[config.mk]
export PLATFORM = sky130hd
export DESIGN_NAME = idx_cfg_a20
export DESIGN_NICKNAME = d
export VERILOG_FILES = /design/src/rtl/idx_cfg_pkg.sv /design/src/rtl/idx_cfg_decode.sv /design/src/rtl/idx_cfg_bank.sv /design/src/rtl/a20_gate_ctrl.sv /design/src/rtl/idx_cfg_a20.sv
export SDC_FILE = /design/constraint.sdc
export NUM_CORES = 1
export LEC_CHECK = 0
export BUFFER_PORTS_ARGS = -buffer_cell sky130_fd_sc_hd__buf_2
export CORE_AREA = 2 2 61 63
export DETAILED_ROUTE_END_ITERATION = 10
export DIE_AREA = 0 0 63 65
export GPL_TIMING_DRIVEN = 0
export SLEW_MARGIN = 20
export SYNTH_ARGS = -nofsm -noshare
export SYNTH_HDL_FRONTEND = slang
export SYNTH_SLANG_ARGS = --single-unit
[constraint.sdc]
create_clock -name clk_i -period 2.3 [get_ports clk_i]
set_clock_uncertainty 0.15 [all_clocks]
set_input_delay 0.46 -clock clk_i [delete_from_list [all_inputs] [get_ports clk_i]]
set_output_delay 0.46 -clock clk_i [all_outputs]
set_load 0.03 [all_outputs]
[src/rtl/idx_cfg_pkg.sv]
package idx_cfg_pkg;

  localparam int unsigned DATA_W    = 8;
  localparam int unsigned BANK_N    = 3;
  localparam logic [7:0]  BANK_BASE = 8'h8D;

  localparam int unsigned SLOT_VER = 0;
  localparam int unsigned SLOT_SPD = 1;
  localparam int unsigned SLOT_OPT = 2;

  // speed slot fields
  localparam int unsigned SPD_COP_RDY = 5;
  localparam int unsigned SPD_AF_DLY  = 6;
  // option slot fields
  localparam int unsigned OPT_MM_FAST = 0;
  localparam int unsigned OPT_MM_EN   = 1;
  localparam int unsigned OPT_FST_VID = 2;
  localparam int unsigned OPT_RDY_EXT = 3;
  // system control port
  localparam int unsigned P92_A20     = 1;

  typedef struct packed {
    logic       rdy_extend;
    logic       fast_vid;
    logic       mm_en;
    logic       mm_fast;
    logic       af_delay;
    logic       cop_rdy;
    logic [1:0] clk_code;
  } cfg_t;

  function automatic logic [DATA_W-1:0] slot_wmask(input int unsigned s);
    case (s)
      SLOT_SPD: slot_wmask = 8'h63;
      SLOT_OPT: slot_wmask = 8'h0F;
      default:  slot_wmask = 8'h00;
    endcase
  endfunction

  function automatic logic [DATA_W-1:0] slot_rstval(input int unsigned s);
    case (s)
      SLOT_SPD: slot_rstval = 8'h60;
      default:  slot_rstval = 8'h00;
    endcase
  endfunction

endpackage

[src/rtl/idx_cfg_decode.sv]
module idx_cfg_decode #(
  parameter int unsigned       ADDR_W   = 16,
  parameter logic [ADDR_W-1:0] IDX_PORT = 'h22,
  parameter logic [ADDR_W-1:0] DAT_PORT = 'h23,
  parameter logic [ADDR_W-1:0] SYS_PORT = 'h92
) (
  input  logic [ADDR_W-1:0] io_addr_i,
  input  logic              io_wr_i,
  input  logic              io_rd_i,
  output logic              idx_wr_o,
  output logic              dat_wr_o,
  output logic              sys_wr_o,
  output logic              idx_rd_o,
  output logic              dat_rd_o,
  output logic              sys_rd_o
);

  logic idx_hit, dat_hit, sys_hit;

  assign idx_hit = (io_addr_i == IDX_PORT);
  assign dat_hit = (io_addr_i == DAT_PORT);
  assign sys_hit = (io_addr_i == SYS_PORT);

  assign idx_wr_o = io_wr_i & idx_hit;
  assign dat_wr_o = io_wr_i & dat_hit;
  assign sys_wr_o = io_wr_i & sys_hit;
  assign idx_rd_o = io_rd_i & idx_hit;
  assign dat_rd_o = io_rd_i & dat_hit;
  assign sys_rd_o = io_rd_i & sys_hit;

endmodule

[src/rtl/idx_cfg_bank.sv]
module idx_cfg_bank
  import idx_cfg_pkg::*;
#(
  parameter logic [DATA_W-1:0] VERSION = 8'h21
) (
  input  logic              clk_i,
  input  logic              rst_ni,
  input  logic              idx_wr_i,
  input  logic              dat_wr_i,
  input  logic [DATA_W-1:0] wdata_i,
  output logic [DATA_W-1:0] idx_o,
  output logic              slot_hit_o,
  output logic [DATA_W-1:0] slot_rdata_o,
  output cfg_t              cfg_o
);

  logic [DATA_W-1:0] idx_q;
  logic [DATA_W-1:0] offset;
  logic [DATA_W-1:0] slot_q [BANK_N];

  always_ff @(posedge clk_i or negedge rst_ni) begin
    if (!rst_ni)       idx_q <= '0;
    else if (idx_wr_i) idx_q <= wdata_i;
  end

  // wrapping subtract: indexes below the base land far above BANK_N
  assign offset     = idx_q - BANK_BASE;
  assign slot_hit_o = (offset < DATA_W'(BANK_N));

  for (genvar g = 0; g < BANK_N; g++) begin : g_slot
    localparam logic [DATA_W-1:0] WM = slot_wmask(g);
    localparam logic [DATA_W-1:0] RV = slot_rstval(g) & WM;
    if (WM == '0) begin : g_ro
      assign slot_q[g] = (g == SLOT_VER) ? VERSION : '0;
    end else begin : g_rw
      logic sel;
      assign sel = dat_wr_i & slot_hit_o & (offset == DATA_W'(g));
      always_ff @(posedge clk_i or negedge rst_ni) begin
        if (!rst_ni)  slot_q[g] <= RV;
        else if (sel) slot_q[g] <= wdata_i & WM;
      end
    end
  end

  always_comb begin
    slot_rdata_o = '1;
    for (int k = 0; k < BANK_N; k++)
      if (offset == DATA_W'(k)) slot_rdata_o = slot_q[k];
  end

  assign idx_o = idx_q;

  assign cfg_o.clk_code   = slot_q[SLOT_SPD][1:0];
  assign cfg_o.cop_rdy    = slot_q[SLOT_SPD][SPD_COP_RDY];
  assign cfg_o.af_delay   = slot_q[SLOT_SPD][SPD_AF_DLY];
  assign cfg_o.mm_fast    = slot_q[SLOT_OPT][OPT_MM_FAST];
  assign cfg_o.mm_en      = slot_q[SLOT_OPT][OPT_MM_EN];
  assign cfg_o.fast_vid   = slot_q[SLOT_OPT][OPT_FST_VID];
  assign cfg_o.rdy_extend = slot_q[SLOT_OPT][OPT_RDY_EXT];

  // index moves only on an index-port write
  a_r11_idx_hold: assert property (@(posedge clk_i) disable iff (!rst_ni)
    !idx_wr_i |=> $stable(idx_o));

  // no bank write without a mapped index
  a_r6_cfg_hold: assert property (@(posedge clk_i) disable iff (!rst_ni)
    (!dat_wr_i || !slot_hit_o) |=> $stable(cfg_o));

  // version slot always reads the parameter
  a_r3_version_read: assert property (@(posedge clk_i) disable iff (!rst_ni)
    (idx_o == BANK_BASE) |-> (slot_hit_o && slot_rdata_o == VERSION));

endmodule

[src/rtl/a20_gate_ctrl.sv]
module a20_gate_ctrl
  import idx_cfg_pkg::*;
(
  input  logic              clk_i,
  input  logic              rst_ni,
  input  logic              sys_wr_i,
  input  logic              a20_bit_i,
  input  logic              kbc_a20_i,
  input  logic              nc_master_i,
  output logic [DATA_W-1:0] sys_rdata_o,
  output logic              a20_o
);

  logic a20_q;

  always_ff @(posedge clk_i or negedge rst_ni) begin
    if (!rst_ni)       a20_q <= 1'b0;
    else if (sys_wr_i) a20_q <= a20_bit_i;
  end

  always_comb begin
    sys_rdata_o          = '0;
    sys_rdata_o[P92_A20] = a20_q;
  end

  // non-CPU bus owners always see the full address
  assign a20_o = kbc_a20_i | a20_q | nc_master_i;

endmodule

[src/rtl/idx_cfg_a20.sv]
module idx_cfg_a20
  import idx_cfg_pkg::*;
#(
  parameter int unsigned       ADDR_W   = 16,
  parameter logic [ADDR_W-1:0] IDX_PORT = 'h22,
  parameter logic [ADDR_W-1:0] DAT_PORT = 'h23,
  parameter logic [ADDR_W-1:0] SYS_PORT = 'h92,
  parameter logic [7:0]        VERSION  = 8'h21
) (
  input  logic              clk_i,
  input  logic              rst_ni,
  input  logic [ADDR_W-1:0] io_addr_i,
  input  logic              io_wr_i,
  input  logic              io_rd_i,
  input  logic [7:0]        io_wdata_i,
  output logic [7:0]        io_rdata_o,
  input  logic              kbc_a20_i,
  input  logic              nc_master_i,
  output logic              a20_gate_o,
  output logic [1:0]        clk_code_o,
  output logic              cop_rdy_sel_o,
  output logic              af_delay_o,
  output logic              mm_fast_o,
  output logic              mm_en_o,
  output logic              fast_vid_o,
  output logic              rdy_extend_o
);

  logic              idx_wr, dat_wr, sys_wr, idx_rd, dat_rd, sys_rd;
  logic [DATA_W-1:0] idx, slot_rdata, sys_rdata;
  logic              slot_hit;
  cfg_t              cfg;

  idx_cfg_decode #(
    .ADDR_W  (ADDR_W),
    .IDX_PORT(IDX_PORT),
    .DAT_PORT(DAT_PORT),
    .SYS_PORT(SYS_PORT)
  ) i_decode (
    .io_addr_i(io_addr_i),
    .io_wr_i  (io_wr_i),
    .io_rd_i  (io_rd_i),
    .idx_wr_o (idx_wr),
    .dat_wr_o (dat_wr),
    .sys_wr_o (sys_wr),
    .idx_rd_o (idx_rd),
    .dat_rd_o (dat_rd),
    .sys_rd_o (sys_rd)
  );

  idx_cfg_bank #(.VERSION(VERSION)) i_bank (
    .clk_i       (clk_i),
    .rst_ni      (rst_ni),
    .idx_wr_i    (idx_wr),
    .dat_wr_i    (dat_wr),
    .wdata_i     (io_wdata_i),
    .idx_o       (idx),
    .slot_hit_o  (slot_hit),
    .slot_rdata_o(slot_rdata),
    .cfg_o       (cfg)
  );

  a20_gate_ctrl i_a20 (
    .clk_i      (clk_i),
    .rst_ni     (rst_ni),
    .sys_wr_i   (sys_wr),
    .a20_bit_i  (io_wdata_i[P92_A20]),
    .kbc_a20_i  (kbc_a20_i),
    .nc_master_i(nc_master_i),
    .sys_rdata_o(sys_rdata),
    .a20_o      (a20_gate_o)
  );

  always_comb begin
    io_rdata_o = '0;
    if (idx_rd)      io_rdata_o = idx;
    else if (dat_rd) io_rdata_o = slot_rdata;
    else if (sys_rd) io_rdata_o = sys_rdata;
  end

  assign clk_code_o    = cfg.clk_code;
  assign cop_rdy_sel_o = cfg.cop_rdy;
  assign af_delay_o    = cfg.af_delay;
  assign mm_fast_o     = cfg.mm_fast;
  assign mm_en_o       = cfg.mm_en;
  assign fast_vid_o    = cfg.fast_vid;
  assign rdy_extend_o  = cfg.rdy_extend;

  a_r8_force_high: assert property (@(posedge clk_i) disable iff (!rst_ni)
    (nc_master_i || kbc_a20_i) |-> a20_gate_o);

  a_r9_a20_update: assert property (@(posedge clk_i) disable iff (!rst_ni)
    (io_wr_i && io_addr_i == SYS_PORT) |=>
      (a20_gate_o == ($past(io_wdata_i[P92_A20]) || kbc_a20_i || nc_master_i)));

  a_r6_miss_ones: assert property (@(posedge clk_i) disable iff (!rst_ni)
    (io_rd_i && io_addr_i == DAT_PORT && (idx < BANK_BASE || idx > BANK_BASE + 8'(BANK_N - 1)))
      |-> (io_rdata_o == 8'hFF));

  a_r7_sys_rsvd: assert property (@(posedge clk_i) disable iff (!rst_ni)
    (io_rd_i && io_addr_i == SYS_PORT) |-> ((io_rdata_o & 8'hFD) == 8'h00));

  a_r10_idle_zero: assert property (@(posedge clk_i) disable iff (!rst_ni)
    (!io_rd_i || (io_addr_i != IDX_PORT && io_addr_i != DAT_PORT && io_addr_i != SYS_PORT))
      |-> (io_rdata_o == 8'h00));

endmodule

==> flow_metrics.py <==
metrics = {
    "status": {
        "status": "finished with violations",
        "violations": "negative setup slack",
    },
    "pwr": {
        "swShare_pct": 24.80,
        "powerDensity_nw_per_um2": 336.4,
        "p_sw_mw": 0.1315,
        "internal_power_mw": 0.3988,
        "power_frac_seq_pct": 56.4,
        "p_clk_share_pct": 31.5,
        "irDropWorstVdd_v": 0.0001603,
        "leakage_nw": 0.6904,
        "comb_power_share_pct": 12.1,
    },
    "sta": {
        "worst_slew_pin_slew_ns": 0.4591,
        "finalCriticalPeriod_ns": 2.833,
        "finalHoldViolCount": 0,
        "max_freq_ghz": 0.3530,
        "setup_viol_count_final": 12,
        "slew_violations": 0,
        "finalWorstSetupSlack_ns": -0.5329,
        "fin_crit_sh_pct": 123.2,
        "final.setup.tns_ns": -3.675,
        "relSlewSlack_pct": 69.39,
        "rsz0062_at_grt": "yes",
        "timing.hold.ws_ns": 0.2489,
    },
    "synth": {
        "synth_area_um2": 998.5,
        "ys_types": 37,
        "synth_top_area_share_pct": 37.59,
        "synth_commonest_cells": "16 x mux2_2, 15 x dfrtp_1, 4 x inv_1, 4 x nand3_1, 4 x nor2_1",
        "syn_nets": 118,
        "synth-edff-count": 0,
        "postSynth.asyncResetShare_pct": 100.0,
        "ys_top_cells_by_area": "dfrtp_1 38%, mux2_2 18%, dfstp_2 5.3%",
        "avgSynthCellArea_um2": 11.35,
        "synth_warnings": 0,
        "yosys_most_used_dff": "dfrtp_1",
        "ys_seq_elements": 17,
        "syn-instance-count": 88,
        "yosysSeqAreaShare_pct": 42.86,
        "synth_top_area_cell": "dfrtp_1",
        "synth.most_common_cell": "mux2_2",
    },
    "finish": {
        "drive_above_1_share_pct": 67.38,
        "synthToLayoutAreaGrowth_pct": 57.89,
        "nNetsFinal": 172,
        "multi_input_area_um2": 674.4,
        "antenna_cells": 0,
        "n_fill_cell": 357,
        "seq_area_um2": 427.9,
    },
    "grt": {
        "grt_pass1_vias": 999,
        "grt_overflow_total": 0,
        "grt_pass1_wl_um": 4761,
        "grt_max_degree": 18,
        "grt_antenna_before_repair": 0,
        "grt_usage_pct": 15.09,
    },
    "placement": {
        "io_buffer_count": 46,
        "gp_congestion": 0.8305,
        "dp_hpwl_um": 2192,
    },
    "route": {
        "drtIter0Drc": 6,
        "drc": 0,
        "routed_wl_um": 2994,
        "drt_pass1_iterations": 3,
        "dr_total_vias": 965,
        "ant_nets": 0,
        "via_per_inst": 5.106,
        "wl_per_cell_um": 15.84,
    },
    "setup_path": {
        "critical_path.max_fanout": 8,
        "start_kind": "input port",
        "cp.required_ns": 1.69,
        "end_kind": "output port",
        "crit_arrival_ns": 2.22,
        "critical_path_class": "input port to output port",
    },
    "floorplanning": {
        "die_h_um": 65,
        "initial_core_util_pct": 28.56,
        "core_um2": 3496,
        "die_area_um2": 4095,
        "rows": 22,
        "ioPinCount": 47,
        "die_x_um": 63,
    },
    "clock_network": {
        "cts_tree": "done",
        "ctsLongestPathBuffers": 2,
        "cts_made_buffers": 3,
        "cts-root-buf": "clkbuf_4",
        "clk_latency_ns": 0.30,
        "cts.sinks": 17,
        "clk_pin_slew_ns": 0.11,
        "htreeDepth": 1,
    },
    "run": {
        "drv_cap": 0,
    },
    "worst_hold_path": {
        "hp-class": "input port to register",
    },
}
worst max-delay path, cell delays in order:
cell and delay, ns:
buf_2 0.10, or4_4 0.55, or4_4 0.52, buf_12 0.17
o2111ai_4 0.19, o21ai_2 0.09, buf_6 0.14
what timing repair did:
item | in CTS | in global routing
setup buffers | 3 | 0
pin swaps | 5 | 5
setup endpoints to repair | 12 | 20
hold buffers | 1 | 0
cloned | 0 | 0
endpoints found under the hold margin | 15 | 0
resized for setup | 29 | 6
sequential cells by signal (all words and copies together), names as in the netlist:
register      flops
i_bank.cfg_o      8
i_bank.idx_o      8
i_a20.a20_q       1
cell usage in the layout (no fill, tap or decap), types with 3 or more instances in the layout:
master,n
dfrtp_1,15
or4_4,3
nor2_1,3
a211oi_4,3
nor4_2,3
buf_2,34
inv_1,4
mux2_2,16
buf_4,3
nand3_1,4
buf_6,13
clkbuf_4,3
power by group through the flow:
stage               Clock, mW  Combinational, mW  Sequential [mW]
floorplan                   0             0.0166            0.305
finish                  0.167             0.0644            0.299
CTS                     0.171             0.0623            0.299
detailed placement          0             0.0544            0.305
global placement            0             0.0526            0.305
global route            0.184             0.0708            0.299
cell type report:
class	count	area share, %
Multi-Input combinational cell	63	42.78
Sequential cell	17	27.14
Timing Repair Buffer	50	21.43
Tap cell	48	3.810
Buffer	3	2.222
Clock buffer	4	1.667
Inverter	4	0.9524
routing by layer:
| metal | part of all wire, % | vias to the layer above | track usage, % | wire length, um |
|---|---|---|---|---|
| li1 | - | 443 | - | - |
| met1 | 40 | 478 | 17.12 | 1192 |
| met2 | 52 | 37 | 27.26 | 1565 |
| met3 | 5.5 | 7 | 2.604 | 165 |
| met4 | 2.3 | 0 | 7.500 | 70 |
| met5 | 0 | - | 0 | 0 |
stage by stage:
step	instances	power [mW]	area [um2]	utilization (%)	worst slack [ns]
6_report	189	0.5304	1577	45.10	-0.5329
4_1_cts	190	0.5320	1533	43.84	-0.5185
3_3_place_gp	182	0.3573	1353	38.69	-0.5663
3_5_place_dp	182	0.3591	1353	38.69	-0.5855
5_1_grt	189	0.5536	1577	45.10	-0.5711
2_1_floorplan	88	0.3214	1062	-	-0.3452
cell families after synthesis:
kind of cell	Yosys count	share of synthesized area, %
flops	17	42.86
buf+inv	8	4.511
compound gates	14	11.03
mux	17	19.17
simple gates	32	22.43
path summary, 6_finish.rpt:
check	from	endpoint	cells after the start	slack, ns
setup / recovery	io_addr_i[9]	io_rdata_o[1]	7	-0.53
hold / removal	io_wdata_i[0]	i_bank.idx_o[0]	2	0.25
setup reg to reg	i_bank.idx_o[1]	i_bank.cfg_o[6]	4	0.14
hold reg to reg	i_bank.cfg_o[7]	i_bank.cfg_o[7]	1	0.40
max in group asynchronous	rst_ni	i_bank.cfg_o[2]	2	1.19
min in group asynchronous	rst_ni	i_bank.cfg_o[4]	2	0.48
Note: power is estimated with default switching activity, not from simulation.
